===== src/rtl/pic8_pkg.sv =====
package pic8_pkg;
    localparam int LINES  = 8;
    localparam int LVL_W  = $clog2(LINES);
    localparam int DATA_W = 8;

    typedef logic [LINES-1:0]  line_t;
    typedef logic [LVL_W-1:0]  lvl_t;
    typedef logic [DATA_W-1:0] byte_t;

    typedef enum logic [1:0] {ST_RUN, ST_BASE, ST_CASC, ST_MODE} init_st_e;

    typedef struct packed {
        logic  ready;
        logic  edge_mode;
        logic  aeoi;
        logic  rd_isr;
        byte_t base;
        byte_t casw;
        line_t mask;
    } cfg_t;

    localparam byte_t       CMD_RD_IRR = 8'h0A;
    localparam byte_t       CMD_RD_ISR = 8'h0B;
    localparam logic [4:0]  EOI_OP     = 5'b01100;
    localparam int          MODE_AEOI  = 1;
    localparam int          ICW1_FLAG  = 4;
    localparam int          ICW1_EDGE  = 3;

    // lowest set index wins (index 0 is highest priority)
    function automatic lvl_t first_set(line_t v);
        lvl_t r = '0;
        for (int i = LINES-1; i >= 0; i--)
            if (v[i]) r = lvl_t'(i);
        return r;
    endfunction

    // bit n set when no in-service bit at n or above in priority
    function automatic line_t allow_mask(line_t isr);
        line_t r;
        logic  busy = 1'b0;
        for (int i = 0; i < LINES; i++) begin
            busy = busy | isr[i];
            r[i] = ~busy;
        end
        return r;
    endfunction
endpackage


===== src/rtl/pic8_regs.sv =====
module pic8_regs
    import pic8_pkg::*;
(
    input  logic  clk,
    input  logic  rst,
    input  logic  wr,
    input  logic  addr,
    input  byte_t wdata,
    output cfg_t  cfg,
    output logic  init_stb,
    output logic  eoi_stb,
    output lvl_t  eoi_lvl
);
    init_st_e st;

    assign init_stb = wr && !addr && wdata[ICW1_FLAG];
    assign eoi_stb  = wr && !addr && cfg.ready && (wdata[DATA_W-1:LVL_W] == EOI_OP);
    assign eoi_lvl  = wdata[LVL_W-1:0];

    always_ff @(posedge clk) begin
        if (rst) begin
            st        <= ST_RUN;
            cfg.ready <= 1'b0;
            cfg.edge_mode <= 1'b0;
            cfg.aeoi  <= 1'b0;
            cfg.rd_isr <= 1'b0;
            cfg.base  <= '0;
            cfg.casw  <= '0;
            cfg.mask  <= '1;
        end else if (wr) begin
            if (init_stb) begin
                st            <= ST_BASE;
                cfg.ready     <= 1'b0;
                cfg.edge_mode <= wdata[ICW1_EDGE];
                cfg.mask      <= '1;
                cfg.rd_isr    <= 1'b0;
            end else if (!addr) begin
                if (wdata == CMD_RD_IRR) cfg.rd_isr <= 1'b0;
                if (wdata == CMD_RD_ISR) cfg.rd_isr <= 1'b1;
            end else begin
                unique case (st)
                    ST_BASE: begin cfg.base <= wdata; st <= ST_CASC; end
                    ST_CASC: begin cfg.casw <= wdata; st <= ST_MODE; end
                    ST_MODE: begin
                        cfg.aeoi  <= wdata[MODE_AEOI];
                        cfg.ready <= 1'b1;
                        st        <= ST_RUN;
                    end
                    default: cfg.mask <= wdata[LINES-1:0];
                endcase
            end
        end
    end

    // starting initialization leaves everything masked and not ready
    a_r9_mask_full: assert property (@(posedge clk) disable iff (rst)
        init_stb |=> (cfg.mask == '1) && !cfg.ready && !cfg.rd_isr);
    // the third data write after the start word completes initialization
    a_r2_ready_after_mode: assert property (@(posedge clk) disable iff (rst)
        (wr && addr && st == ST_MODE) |=> cfg.ready);
endmodule


===== src/rtl/pic8_arb.sv =====
module pic8_arb
    import pic8_pkg::*;
(
    input  logic  clk,
    input  logic  rst,
    input  cfg_t  cfg,
    input  line_t irq_in,
    input  logic  ack,
    input  logic  slave_mode,
    input  lvl_t  cas_sel_in,
    input  logic  cas_hit_in,
    input  logic  init_stb,
    input  logic  eoi_stb,
    input  lvl_t  eoi_lvl,
    output line_t irr,
    output line_t isr,
    output logic  irq_out,
    output logic  vec_valid,
    output byte_t vec_out,
    output lvl_t  cas_sel_out,
    output logic  cas_hit_out
);
    line_t prev, pend, win_oh, eoi_oh;
    lvl_t  win;
    logic  any, selected, take, grant, to_slave;

    always_comb begin
        pend     = irr & ~cfg.mask & allow_mask(isr);
        any      = cfg.ready && (|pend);
        win      = first_set(pend);
        win_oh   = line_t'(1) << win;
        eoi_oh   = eoi_stb ? (line_t'(1) << eoi_lvl) : '0;
        selected = slave_mode ? (cas_hit_in && cas_sel_in == cfg.casw[LVL_W-1:0]) : 1'b1;
        take     = ack && cfg.ready && selected;
        grant    = take && any;
        to_slave = grant && !slave_mode && cfg.casw[win];
    end

    assign irq_out     = any;
    assign cas_hit_out = to_slave;
    assign cas_sel_out = to_slave ? win : '0;

    always_ff @(posedge clk) begin
        if (rst) begin
            prev      <= '0;
            irr       <= '0;
            isr       <= '0;
            vec_valid <= 1'b0;
            vec_out   <= '0;
        end else begin
            prev <= irq_in;
            if (cfg.edge_mode)
                irr <= (irr & ~(grant ? win_oh : '0)) | (irq_in & ~prev);
            else
                irr <= irq_in;
            if (init_stb)
                isr <= '0;
            else
                isr <= (isr & ~eoi_oh) | ((grant && !cfg.aeoi) ? win_oh : '0);
            vec_valid <= take && !to_slave;
            if (take)
                vec_out <= cfg.base + byte_t'(grant ? win : lvl_t'(LINES-1));
        end
    end

    // auto-completion never leaves an in-service bit behind
    a_r4_aeoi_no_isr: assert property (@(posedge clk) disable iff (rst)
        cfg.aeoi |-> (isr == '0));
    // a specific completion clears its level
    a_r6_eoi_clears: assert property (@(posedge clk) disable iff (rst)
        (eoi_stb && !ack) |=> !isr[$past(eoi_lvl)]);
    // a spurious acknowledge leaves the in-service register alone
    a_r8_spurious_no_isr: assert property (@(posedge clk) disable iff (rst)
        (take && !any && !eoi_stb && !init_stb) |=> (isr == $past(isr)));
    // at most one new in-service bit per acknowledge
    a_r10_single_grant: assert property (@(posedge clk) disable iff (rst)
        ack |=> ($countones(isr & ~$past(isr)) <= 1));
    // a returned vector always follows an acknowledge
    a_r11_vec_after_ack: assert property (@(posedge clk) disable iff (rst)
        vec_valid |-> $past(ack));
endmodule


===== src/rtl/pic8_ctrl.sv =====
module pic8_ctrl
    import pic8_pkg::*;
(
    input  logic       clk,
    input  logic       rst,
    input  logic       bus_wr,
    input  logic       bus_addr,
    input  logic [7:0] bus_wdata,
    output logic [7:0] bus_rdata,
    input  logic [7:0] irq_in,
    output logic       irq_out,
    input  logic       int_ack,
    output logic       vec_valid,
    output logic [7:0] vec_out,
    input  logic       slave_mode,
    input  logic [2:0] cas_sel_in,
    input  logic       cas_hit_in,
    output logic [2:0] cas_sel_out,
    output logic       cas_hit_out
);
    cfg_t  cfg;
    logic  init_stb, eoi_stb;
    lvl_t  eoi_lvl;
    line_t irr, isr;

    pic8_regs u_regs (
        .clk(clk), .rst(rst), .wr(bus_wr), .addr(bus_addr), .wdata(bus_wdata),
        .cfg(cfg), .init_stb(init_stb), .eoi_stb(eoi_stb), .eoi_lvl(eoi_lvl)
    );

    pic8_arb u_arb (
        .clk(clk), .rst(rst), .cfg(cfg), .irq_in(irq_in), .ack(int_ack),
        .slave_mode(slave_mode), .cas_sel_in(cas_sel_in), .cas_hit_in(cas_hit_in),
        .init_stb(init_stb), .eoi_stb(eoi_stb), .eoi_lvl(eoi_lvl),
        .irr(irr), .isr(isr), .irq_out(irq_out), .vec_valid(vec_valid),
        .vec_out(vec_out), .cas_sel_out(cas_sel_out), .cas_hit_out(cas_hit_out)
    );

    always_comb begin
        if (bus_addr) bus_rdata = byte_t'(cfg.mask);
        else          bus_rdata = byte_t'(cfg.rd_isr ? isr : irr);
    end

    // no interrupt before initialization completes
    a_r3_quiet_uninit: assert property (@(posedge clk) disable iff (rst)
        $rose(init_stb) |=> !irq_out);
endmodule


===== config.mk =====
export PLATFORM = sky130hd
export DESIGN_NAME = pic8_ctrl
export DESIGN_NICKNAME = d
export VERILOG_FILES = /design/src/rtl/pic8_pkg.sv /design/src/rtl/pic8_regs.sv /design/src/rtl/pic8_arb.sv /design/src/rtl/pic8_ctrl.sv
export SDC_FILE = /design/constraint.sdc
export NUM_CORES = 1
export LEC_CHECK = 0
export BUFFER_PORTS_ARGS = -buffer_cell sky130_fd_sc_hd__buf_2
export CORE_UTILIZATION = 52
export DETAILED_ROUTE_END_ITERATION = 16
export PLACE_DENSITY = 0.74
export SLEW_MARGIN = 10
export SYNTH_ARGS = -nofsm -noshare
export SYNTH_HDL_FRONTEND = slang
export SYNTH_SLANG_ARGS = --single-unit

===== constraint.sdc =====
create_clock -name clk -period 6.2 [get_ports clk]
set_clock_uncertainty 0.2 [all_clocks]
set_input_delay 0.93 -clock clk [delete_from_list [all_inputs] [get_ports clk]]
set_output_delay 0.93 -clock clk [all_outputs]
set_load 0.01 [all_outputs]

# Word-level counts from Yosys, hierarchy flattened
# Index checks and enable logic that the tools add are counted.
[word_totals]
word_cells = 117
out_inout_bits = 22
input_bits = 26
ff_bits = 63
[classes]
shift = 2
add_sub_neg = 1
n_mux = 32
reduce_logical = 32
n_eq_ne = 9
order_cmp = 1
bitwise = 27
[ops]
columns = ["cell", "count"]
rows = [
  ["2-to-1 mux 8 bit", 9],
  ["AND 8 bit", 5],
  ["inverter 8 bit", 4],
  ["2-to-1 mux 3 bit", 10],
  ["equality test 8 x 4 -> 1 bit, second input constant", 2],
  ["bitwise OR 8 bit", 2],
  ["<< shifter 1 x 3 -> 8 bit, first input constant", 2],
  ["logical AND 1 bit", 13],
  ["AND reduction 3 bit", 4],
  ["AND reduction 4 bit", 3],
  ["2-to-1 mux 1 bit", 9],
  ["inverter 1 bit", 9],
  ["adder 8 x 3 -> 8 bit", 1],
  ["OR reduction 8 bit", 1],
  ["bitwise OR 1 bit", 7],
  ["case mux 2 bit (3 select lines)", 1],
  ["equality test 5 x 4 -> 1 bit, second input constant", 1],
  ["equality test 2 bit, second input constant", 2],
  ["zero test 1 bit", 4],
  ["< comparator 3 x 4 -> 1 bit, second input constant", 1],
  ["2-to-1 mux 2 bit", 2],
  ["inequality test 2 x 1 -> 1 bit, second input constant", 2],
  ["nonzero test 2 bit", 2],
  ["nonzero test 4 bit", 1],
  ["7 further kinds", 7],
]

# Depth between registers and ports, before layout
# Gate-level depths: netlist of run 1.
[logic_depth]
word_depth = 23
mapped_depth = 14

# Cells and area by module
# Synthesis of run 1 repeated with hierarchy kept, for this count alone.
[hier_totals]
hier_cells = 377
hier_area_um2 = 3226.8
[by_module_without_submodules]
columns = ["mod", "seq_area_each_um2", "cells_per_inst", "instances", "area_per_inst_um2"]
rows = [
  ["pic8_arb", 660.6, 216, 1, 1795.5],
  ["pic8_regs", 600.6, 135, 1, 1258.7],
  ["pic8_ctrl", 0.0, 26, 1, 172.7],
]

# Least setup slack after synthesis of run 1
# No wires, ideal clock.
[synth_timing]
kind = "register to output"
from = "register u_arb.isr[0]"
to = "output port cas_sel_out[0]"
arrival_time_ps = 2537
path_stages_with_launch = 9
n_path_buf = 2
path_slack_ps = 2533
path_cell_list = "dfxtp_1 -> buf_6 -> or4_4 -> or4_1 -> clkbuf_2 -> or4_4 -> a21boi_1 -> o221ai_2 -> a21oi_1"
[synth_between]
elab_chain_cells = 21
[synth_rtl]
columns = ["item", "line_no", "rtl"]
rows = [
  ["from (decl)", "pic8_arb.sv:16", "output line_t isr,"],
  ["from (signal assigned)", "pic8_arb.sv:59", "isr <= (isr & ~eoi_oh) | ((grant && !cfg.aeoi) ? win_oh : '0);"],
  ["bitwise OR 1 bit (7 in series)", "pic8_pkg.sv:42", "busy = busy | isr[i];"],
  ["inverter 1 bit", "pic8_pkg.sv:43", "r[i] = ~busy;"],
  ["AND 8 bit *", "pic8_arb.sv:28", "pend = irr & ~cfg.mask & allow_mask(isr);"],
  ["2-to-1 mux 3 bit (8 in series)", "pic8_pkg.sv:33", "if (v[i]) r = lvl_t'(i);"],
  ["binary-select mux 1 bit (select 3 bit)", "pic8_arb.sv:36", "to_slave = grant && !slave_mode && cfg.casw[win];"],
  ["2-to-1 mux 1 bit (not written as such)", "pic8_arb.sv:36", ""],
  ["logical AND 1 bit", "pic8_arb.sv:36", ""],
  ["2-to-1 mux 3 bit *", "pic8_arb.sv:41", "assign cas_sel_out = to_slave ? win : '0;"],
  ["to (decl)", "pic8_ctrl.sv:18", "output logic [2:0] cas_sel_out,"],
]
# Every way passes the cells marked *; elsewhere a longest branch is shown, timed or not. The select of a mux whose other input is x is not followed.

# Worst setup path in the final report of run 1
# Same ends and word-level chain as after synthesis.

==> flow_summary.json, run 1 <==
{
  "crit_start": "u_arb.isr[0]$_SDFF_PP0_",
  "first_global_vias": 2737,
  "place_area_mm2": 0.00350,
  "worstSetupPathType": "flop to output port",
  "dp_hpwl_mm": 6.24,
  "stdcell_area_mm2": 0.00368,
  "die_h_um": 80.8,
  "worst_hold_path_type": "flop to flop",
  "grt_pass1_wl_mm": 13.4,
  "maxCapViolations": 0,
  "synthXorXnorAreaFrac_pct": 2.44,
  "fillers": 558,
  "grt_overflow": 0,
  "post_cts_buffers": 0,
  "cts_buffer_depth": 2,
  "synth_fa_ha_area_share_pct": 3.72,
  "rsz0062_at_grt": "false",
  "period_needed_ns": 4.28,
  "clk_latency_ns": 0.34,
  "layout.nets": 463,
  "end_kind": "output port",
  "cts_buffers": 9,
  "yosys.area_share.simple_pct": 26.9,
  "yosys_register_bits": 63,
  "clock.fmax_ghz": 0.234,
  "yosysMostFrequentCell": "dfxtp_1",
  "synth_compound_area_share_pct": 15.8,
  "period_share_pct": 69.1,
  "p_leak_nw": 1.62,
  "synth_cell_types": 55,
  "async_flop_share_pct": 0,
  "fin_setup_tns_ns": 0,
  "synthToLayoutAreaGrowth_pct": 13.9,
  "postCtsHoldBufs": 0,
  "slew_violations": 0,
  "r2r_cells": 12,
  "synth_top_area_share_pct": 39.0,
  "synth_top_family_by_area": "simple AND/OR/NAND/NOR gates",
  "cts_sinks": 63,
  "arrival_ns": 3.15,
  "yosysWarnings": 0,
  "ys_seq_area_share_pct": 39.0,
  "gp_congestion": 0.881,
  "setup_violations": 0,
  "vias": 2941,
  "drt-total-wl_mm": 8.32,
  "synth_ff_type": "dfxtp_1",
  "initial_core_util_pct": 54.2,
  "routedWlPerCell_um": 16.4,
  "clk_pin_slew_ns": 0.07,
  "drt_iter0_drc": 230,
  "n_antenna_cell": 0,
  "grt_max_degree": 43,
  "io_buffers": 47,
  "io-pin-count": 48,
  "die_w_um": 80.8,
  "min_path_cells": 2,
  "path_max_fanout": 9,
  "ant_nets": 0,
  "cts_tree": "built",
  "dieArea_mm2": 0.00653,
  "status": "finished, final reports clean",
  "yosys-top-cells-count": "dfxtp_1 (63), nand2_1 (62), nor2_1 (37), mux2i_1 (29)",
  "yosys.area.top_type": "dfxtp_1",
  "reg2reg_slack_ns": 2.28,
  "rows": 28,
  "grt.total_usage_pct": 27.5,
  "drc": 0,
  "timing.rr.end": "u_arb.vec_out[6]$_SDFFE_PP0P_",
  "synth_cells": 387,
  "cts_resized": 0,
  "worst_pin_slew_ns": 1.06,
  "synth_area_mm2": 0.00323,
  "ir_worst_vdd_v": 0.000160,
  "setup.worst_path.end": "cas_sel_out[0]",
  "hold_viol": 0,
  "ys_top_cells_by_area": "dfxtp_1 (39%), mux2i_1 (9.0%), nand2_1 (7.2%)",
  "drt_first_pass_iters": 4,
  "total_power_uw": 834,
  "drive_above_1_share_pct": 17.3,
  "r2r_start": "u_arb.isr[0]$_SDFF_PP0_",
  "cts_root_buf": "clkbuf_8",
  "slew_headroom_pct": 28.5,
  "synth.avg_cell_area_um2": 8.35,
  "viasPerCell": 5.79,
  "cp.required_ns": 5.07,
  "syn_nets": 422,
  "htree_levels": 3,
  "antenna_found_initial": 0,
  "cp-start-kind": "flop",
  "synth-edff-count": 0,
  "core_area_mm2": 0.00596,
  "synth.mux.area_fraction_pct": 8.99,
  "p_per_area_mw_per_mm2": 227
}
## metal layers
layer / track usage [%] / wire length, µm
met4: 9.46 / 163
met2: 43.4 / 3910
met5: 0 / 0
met1: 36.2 / 3700
met3: 7.08 / 545
## logic make-up (layout without fill, tap and decap cells)
group / Yosys count / after routing
and+or+nand+nor: 176 / 176
AOI/OAI and AO/OA: 77 / 77
DFF: 63 / 63
muxes: 29 / 29
buffers and inverters: 24 / 70
adders and majority gates: 9 / 9
xor gates and xnor gates: 9 / 9
## placed cells by master (no fill, tap or decap), types with 4 or more instances in the layout
cell,n
dfxtp_1,63
nand2_1,62
buf_2,47
nor2_1,37
mux2i_1,29
o21ai_0,20
a21oi_1,20
nand3_1,16
nor2b_1,14
nand2b_1,10
clkbuf_8,10
ha_1,8
nor4_1,6
xor2_1,6
nor3_1,6
inv_1,6
a211oi_1,6
a21o_1,6
a32o_1,4
## cell type report
type                            instances  area (µm²)  area share, %
Sequential cell                        63        1260           34.3
Multi-Input combinational cell        300        1880           51.1
Timing Repair Buffer                   48         243           6.60
Tap cell                               75        93.8           2.55
Clock buffer                           10         138           3.74
Inverter                                6        22.5          0.612
Clock inverter                          6        42.5           1.16
## worst min path at each step
stage	from	end	slack [ns]
final	u_arb.prev[4]$_SDFF_PP0_	u_arb.irr[4]$_SDFF_PP0_	0.28
after global routing	u_arb.prev[4]$_SDFF_PP0_	u_arb.irr[4]$_SDFF_PP0_	0.30
after CTS	u_arb.prev[4]$_SDFF_PP0_	u_arb.irr[4]$_SDFF_PP0_	0.28
after detailed placement	u_arb.prev[4]$_SDFF_PP0_	u_arb.irr[4]$_SDFF_PP0_	0.27
after global placement	u_arb.prev[7]$_SDFF_PP0_	u_arb.irr[7]$_SDFF_PP0_	0.26
after floorplan	u_arb.prev[4]$_SDFF_PP0_	u_arb.irr[4]$_SDFF_PP0_	0.25
## worst max-delay path, stage by stage (launching register included)
cell	delay (ns)
dfxtp_1	0.40
or4_4	0.59
or4_1	0.63
or4_4	0.52
a21boi_1	0.15
o221ai_2	0.26
a21oi_1	0.10
buf_2	0.15
## power by group
part | switching [mW] | internal, mW
Clock | 0.169 | 0.157
Sequential | 0.0105 | 0.416
Combinational | 0.0501 | 0.0315
## through the flow
step / hold WS, ns / util, % / worst slack (ns) / instances
2_1_floorplan: 0.249 / - / 2.53 / 387
3_3_place_gp: 0.261 / 58.7 / 2.33 / 492
3_5_place_dp: 0.268 / 58.7 / 2.31 / 492
4_1_cts: 0.278 / 61.8 / 1.94 / 508
5_1_grt: 0.304 / 61.8 / 1.77 / 508
6_report: 0.280 / 61.8 / 1.92 / 508
## state kept, by name, indices dropped and copies added, names as in the netlist
name,cells
u_arb.vec_valid,1
u_regs.cfg,28
u_arb.irr,8
u_regs.st,2
u_arb.isr,8
u_arb.vec_out,8
u_arb.prev,8
Power figures use the tool's default switching activity.
==> inputs of run 2 (changes only) <==
Settings changed: CORE_UTILIZATION 52 to 51, PLACE_DENSITY 0.74 to 0.75.
Clock period 6.2 ns to 3.5 ns, I/O delays scaled along.
==> run 2 against run 1 <==
Against the previous run: global-route usage is 0.28 points lower; largest cell class unchanged; register-to-register slack lost 2.3 ns; via count is 1.8% higher; core utilization is 1.3 points higher; final cell count is 2.4% higher; the run now ends with negative setup slack left; sequential cell count did not move; highest routed layer unchanged; final area is 3.2% higher.
==> flow_summary.json, run 2 (synthesized netlist as in run 1, its figures left out) <==
{
  "status": "finished with violations",
  "violations": "negative setup slack",
  "slew_headroom_pct": 50.7,
  "seqPwrFrac_pct": 50.6,
  "period_share_pct": 104,
  "die_w_um": 81.6,
  "largest-register": "u_regs.cfg",
  "largest_register_ffs": 28,
  "dp_hpwl_mm": 6.18,
  "grt_max_degree": 43,
  "total_power_mw": 1.49,
  "r2r_cells": 12,
  "clk_latency_ns": 0.36,
  "dieArea_mm2": 0.00666,
  "synthToLayoutAreaGrowth_pct": 17.5,
  "p_sw_uw": 416,
  "antenna_found_initial": 0,
  "hold_viol": 0,
  "viasPerCell": 5.76,
  "pwr-share-comb_pct": 10.2,
  "core_area_mm2": 0.00603,
  "layout_common_cells": "nand2_1 (62), dfxtp_1 (62), buf_2 (47)",
  "routedWlPerCell_um": 16.0,
  "ir_worst_vdd_v": 0.000251,
  "min_from": "irq_in[5]",
  "vias": 2993,
  "maxCapViolations": 0,
  "rsz0062_at_grt": "true",
  "grt_pass1_wl_mm": 13.3,
  "worst_pin_slew_ns": 0.739,
  "ant_nets": 0,
  "cts_buffers": 9,
  "grt_util_met1_pct": 33.1,
  "end_kind": "output port",
  "drt_first_pass_iters": 5,
  "grt-busiest-layer": "met2",
  "fin_ws_ns": -0.140,
  "drc": 0,
  "grt_overflow": 0,
  "io-pin-count": 48,
  "clkPwrFrac_pct": 39.2,
  "gp_congestion": 1.01,
  "cp-start-kind": "flop",
  "r2r_start": "u_arb.isr[1]$_SDFF_PP0_",
  "first_global_vias": 2824,
  "instances_no_fill": 520,
  "path_max_fanout": 6,
  "grt.met3_usage_pct": 8.22,
  "slew_violations": 0,
  "rows": 28,
  "postCtsHoldBufs": 0,
  "drive_above_1_share_pct": 20.9,
  "period_needed_ns": 3.64,
  "p_per_area_mw_per_mm2": 393,
  "setup_violations": 3,
  "crit_start": "u_arb.isr[1]$_SDFF_PP0_",
  "placed_cells": 501,
  "clock.fmax_ghz": 0.275,
  "cts_buffer_depth": 2,
  "p_sw_share_pct": 27.9,
  "drt-total-wl_mm": 8.33,
  "htree_levels": 3,
  "arrival_ns": 2.92,
  "power.internal_mw": 1.08,
  "cp.required_ns": 2.77,
  "worst_hold_path_type": "input port to flop",
  "cts_tree": "built",
  "n_antenna_cell": 0,
  "p_leak_nw": 1.69,
  "layout.nets": 475,
  "io_buffers": 47,
  "initial_core_util_pct": 53.6,
  "clk_pin_slew_ns": 0.07,
  "drt_iter0_drc": 248,
  "min_path_cells": 2,
  "cts_root_buf": "clkbuf_8",
  "fillers": 536,
  "use_met2_pct": 43.8,
  "worstSetupPathType": "flop to output port",
  "die_h_um": 81.6,
  "grt.total_usage_pct": 27.2,
  "cts_sinks": 63
}
==> run 2: cell count changes in the layout (fill, tap and decap cells not counted), moves of 2 or more <==
cell      change
o21ai_1       +2
o21ai_0       -2
buf_4        +11
clkinv_4      +2
==> run 2: repair_timing <==
action | CTS | global route
endpoints found under the setup margin | 4 | 8
endpoints found under the hold margin | 0 | 0
pin swaps | 4 | 1
gates cloned | 0 | 0
setup buffers | 2 | 1
gates resized for setup | 4 | 5
==> run 2: layout make-up <==
cell class	instances	area, µm²	area share (%)
inverters	6	22.5	0.593
clock buffers	10	138	3.62
flip-flops and latches	63	1260	33.2
repair buffers	60	337	8.86
clock inverters	6	43.8	1.15
well taps	75	93.8	2.47
multi-input cells	300	1900	50.0
==> run 2: power groups by stage <==
stage	Clock [mW]	Sequential (mW)	Combinational, mW
final	0.585	0.755	0.153
after global routing	0.623	0.758	0.168
after CTS	0.595	0.754	0.149
after detailed placement	0	0.771	0.146
after global placement	0	0.770	0.145
after floorplan	0	0.763	0.0942
==> run 2: path summary, 6_finish.rpt <==
kind / endpoint / slack, ns
max: cas_sel_out[0] / -0.14
min: u_arb.prev[5]$_SDFF_PP0_ / 0.20
max reg2reg: u_arb.vec_out[6]$_SDFFE_PP0P_ / 0.02
min reg2reg: u_arb.irr[4]$_SDFF_PP0_ / 0.28
==> run 2: worst max-delay path, cell delays in order (launching register included) <==
cell	delay [ns]
dfxtp_1	0.31
or4_4	0.53
or4_4	0.51
buf_6	0.15
or4_4	0.47
a21boi_1	0.15
o221ai_2	0.19
a21oi_1	0.11
buf_2	0.15
==> run 2: through the flow <==
| stage | utilization [%] | worst slack, ns | setup TNS, ns | hold slack (ns) | instance area, µm² |
|---|---|---|---|---|---|
| 2_1_floorplan | - | 0.0331 | 0 | 0.249 | 3230 |
| 3_3_place_gp | 59.2 | 0.143 | 0 | 0.262 | 3570 |
| 3_5_place_dp | 59.2 | 0.0910 | 0 | 0.263 | 3570 |
| 4_1_cts | 62.7 | -0.141 | -0.445 | 0.191 | 3780 |
| 5_1_grt | 63.0 | -0.240 | -1.04 | 0.226 | 3800 |
| 6_report | 63.0 | -0.140 | -0.384 | 0.203 | 3800 |
==> run 2: metal layers <==
layer  vias up  part of all wire, %
met1      1405                   44
met3        24                  6.9
met2        88                   47
met4         0                  2.2
li1       1476                    -
met5         -                    0
==> inputs of run 3 (changes only) <==
Settings changed: ABC_AREA from default to 1.
==> run 3 against run 2 <==
Against the previous run: the flow now finishes without violations; sequential cell count stayed put; die area increased by 0.64%; clock-buffer cell count rose by 2; register-to-register slack better by 0.52 ns; synthesized cell count increased by 14%; non-clock buffer count is 12 lower; routed wire length is 0.68% lower; setup slack better by 0.59 ns; maximum frequency increased by 19%; total power grew 2.5%; final area decreased by 2.4%; critical endpoint is now cas_sel_out[1]; largest cell class unchanged; largest power group unchanged; highest routed layer unchanged.
==> flow_summary.json, run 3 <==
{
  "layout_common_cells": "inv_1 (74), nand2_1 (71), dfxtp_1 (63)",
  "critPathSlowestCell": "dfxtp_1",
  "crit_start": "u_arb.isr[0]$_SDFF_PP0_",
  "crit_path_frequent_cell": "nor2_4",
  "layout_commonest_cell": "inv_1",
  "cts_buffer_depth": 2,
  "path_max_fanout": 8,
  "drt_iter0_drc": 270,
  "drc": 0,
  "cts_root_buf": "clkbuf_8",
  "first_global_vias": 2931,
  "fin_setup_tns_ns": 0,
  "initial_core_util_pct": 54.0,
  "worst_hold_path_type": "input port to flop",
  "yosys_register_bits": 63,
  "postCtsHoldBufs": 0,
  "slew_headroom_pct": 58.1,
  "synth_cells": 441,
  "cts_tree": "built",
  "timing.rr.end": "u_arb.vec_out[6]$_SDFFE_PP0P_",
  "synth-edff-count": 0,
  "slew_violations": 0,
  "cts_resized": 0,
  "dp_hpwl_mm": 6.06,
  "yosysWarnings": 0,
  "r2r_start": "u_arb.isr[0]$_SDFF_PP0_",
  "gp_congestion": 0.887,
  "reg2reg_slack_ns": 0.54,
  "crit_chain": "nor2_4 -> nand4_4 -> nor2_4 -> nand2_2 -> nand2_2 -> nor2_4 -> o21ai_4 -> nor2_4 -> nand2_1 -> nand2_1 -> inv_1 -> nand3_2 -> nand2_2 -> nand3_2 -> nor2_1 -> buf_2",
  "clock.fmax_ghz": 0.328,
  "r2r_cells": 18,
  "rows": 28,
  "cts_sinks": 63,
  "cts_buffers": 9,
  "ant_nets": 0,
  "cp.required_ns": 2.77,
  "core_area_mm2": 0.00603,
  "routedWlPerCell_um": 14.6,
  "clk_latency_ns": 0.35,
  "vias": 3058,
  "setup.worst_path.end": "cas_sel_out[1]",
  "p_leak_nw": 1.64,
  "period_share_pct": 87.1,
  "drive_above_1_share_pct": 19.6,
  "ys_top_cells_by_area": "dfxtp_1 (39%), inv_1 (8.5%), nand2_1 (8.2%)",
  "synth_ff_type": "dfxtp_1",
  "grt.total_usage_pct": 27.7,
  "n_antenna_cell": 0,
  "cp_slowest_stage_delay_ns": 0.36,
  "viasPerCell": 5.41,
  "status": "finished, final reports clean",
  "io_buffers": 47,
  "ys_seq_area_share_pct": 38.8,
  "rsz0062_at_grt": "false",
  "grt_overflow": 0,
  "post_cts_buffers": 0,
  "antenna_found_initial": 0,
  "arrival_ns": 2.32,
  "largest-register": "u_regs.cfg",
  "die_h_um": 81.9,
  "yosysMostFrequentCell": "inv_1",
  "grt_max_degree": 25,
  "yosys-top-cells-count": "inv_1 (74), nand2_1 (71), dfxtp_1 (63), a21oi_1 (39), o21ai_0 (38)",
  "cp-start-kind": "flop",
  "hold_viol": 0,
  "ir_worst_vdd_v": 0.000273,
  "worst_pin_slew_ns": 0.627,
  "async_flop_share_pct": 0,
  "syn_nets": 476,
  "yosys.area.top_type": "dfxtp_1",
  "synth.avg_cell_area_um2": 7.37,
  "grt_pass1_wl_mm": 13.7,
  "maxCapViolations": 0,
  "synth_top_area_share_pct": 38.8,
  "synth_area_mm2": 0.00325,
  "setup_violations": 0,
  "dieArea_mm2": 0.00670,
  "die_w_um": 81.9,
  "io-pin-count": 48,
  "synth_cell_types": 37,
  "worstSetupPathType": "flop to output port",
  "period_needed_ns": 3.05,
  "p_per_area_mw_per_mm2": 413,
  "clk_pin_slew_ns": 0.07,
  "synthToLayoutAreaGrowth_pct": 13.9,
  "layout.nets": 520,
  "drt_first_pass_iters": 5,
  "instances_no_fill": 565,
  "end_kind": "output port",
  "drt-total-wl_mm": 8.27,
  "htree_levels": 3,
  "largest_register_ffs": 28,
  "total_power_mw": 1.53,
  "placed_cells": 549
}
==> run 3: worst min path at each step <==
stage | from | to | slack [ns] | cells after the start
floorplan | u_regs.cfg[11]$_SDFFE_PP0P_ | u_regs.cfg[11]$_SDFFE_PP0P_ | 0.23 | 2
global placement | u_regs.cfg[14]$_SDFFE_PP0P_ | u_regs.cfg[14]$_SDFFE_PP0P_ | 0.24 | 2
detailed placement | u_regs.cfg[14]$_SDFFE_PP0P_ | u_regs.cfg[14]$_SDFFE_PP0P_ | 0.25 | 2
CTS | irq_in[0] | u_arb.prev[0]$_SDFF_PP0_ | 0.19 | 3
global route | irq_in[0] | u_arb.prev[0]$_SDFF_PP0_ | 0.21 | 3
finish | irq_in[0] | u_arb.prev[0]$_SDFF_PP0_ | 0.19 | 3
==> run 3: critical path, delay by kind of cell, from the launching register on <==
kind	cells	cell delay (ns)
buffers and inverters	2	0.18
and+or+nand+nor	13	1.15
DFF	1	0.36
AOI/OAI and AO/OA	1	0.27
==> run 3: through the flow <==
stage / utilization [%] / cell area, µm² / hold slack (ns) / setup slack, ns
after floorplan: - / 3250 / 0.230 / 0.748
after global placement: 58.6 / 3530 / 0.242 / 0.565
after detailed placement: 58.6 / 3530 / 0.249 / 0.456
after CTS: 61.5 / 3700 / 0.185 / 0.456
after global routing: 61.5 / 3700 / 0.207 / 0.219
final: 61.5 / 3700 / 0.194 / 0.453
==> run 3: power by group <==
group	internal (mW)	leakage, nW	switching (mW)
registers	0.740	0.514	0.0138
clock network	0.291	0.0959	0.282
logic	0.0651	1.03	0.138
==> run 3: cells by family after synthesis <==
logic type / share of synthesized area, %
flip-flops: 38.8
AND/OR/NAND/NOR: 25.0
adder cells (fa/ha/maj): 3.69
AO/OA/AOI/OAI: 20.3
XOR/XNOR: 1.35
buffers and inverters: 10.9
==> run 3: cell type report <==
| type | count | area [µm²] |
|---|---|---|
| clock buffer | 12 | 155 |
| clock inverter | 4 | 20.0 |
| fill | 595 | 2320 |
| inverter | 79 | 297 |
| multi-input combinational | 284 | 1640 |
| sequential | 63 | 1260 |
| tap | 75 | 93.8 |
| timing repair buffer | 48 | 243 |
==> run 3: routing by layer <==
metal	wire, µm	vias to the layer above	global-route usage (%)
met4	281	0	15.4
met5	0	-	0
met2	3700	111	43.5
met1	3800	1378	35.7
li1	-	1545	-
met3	488	24	5.11
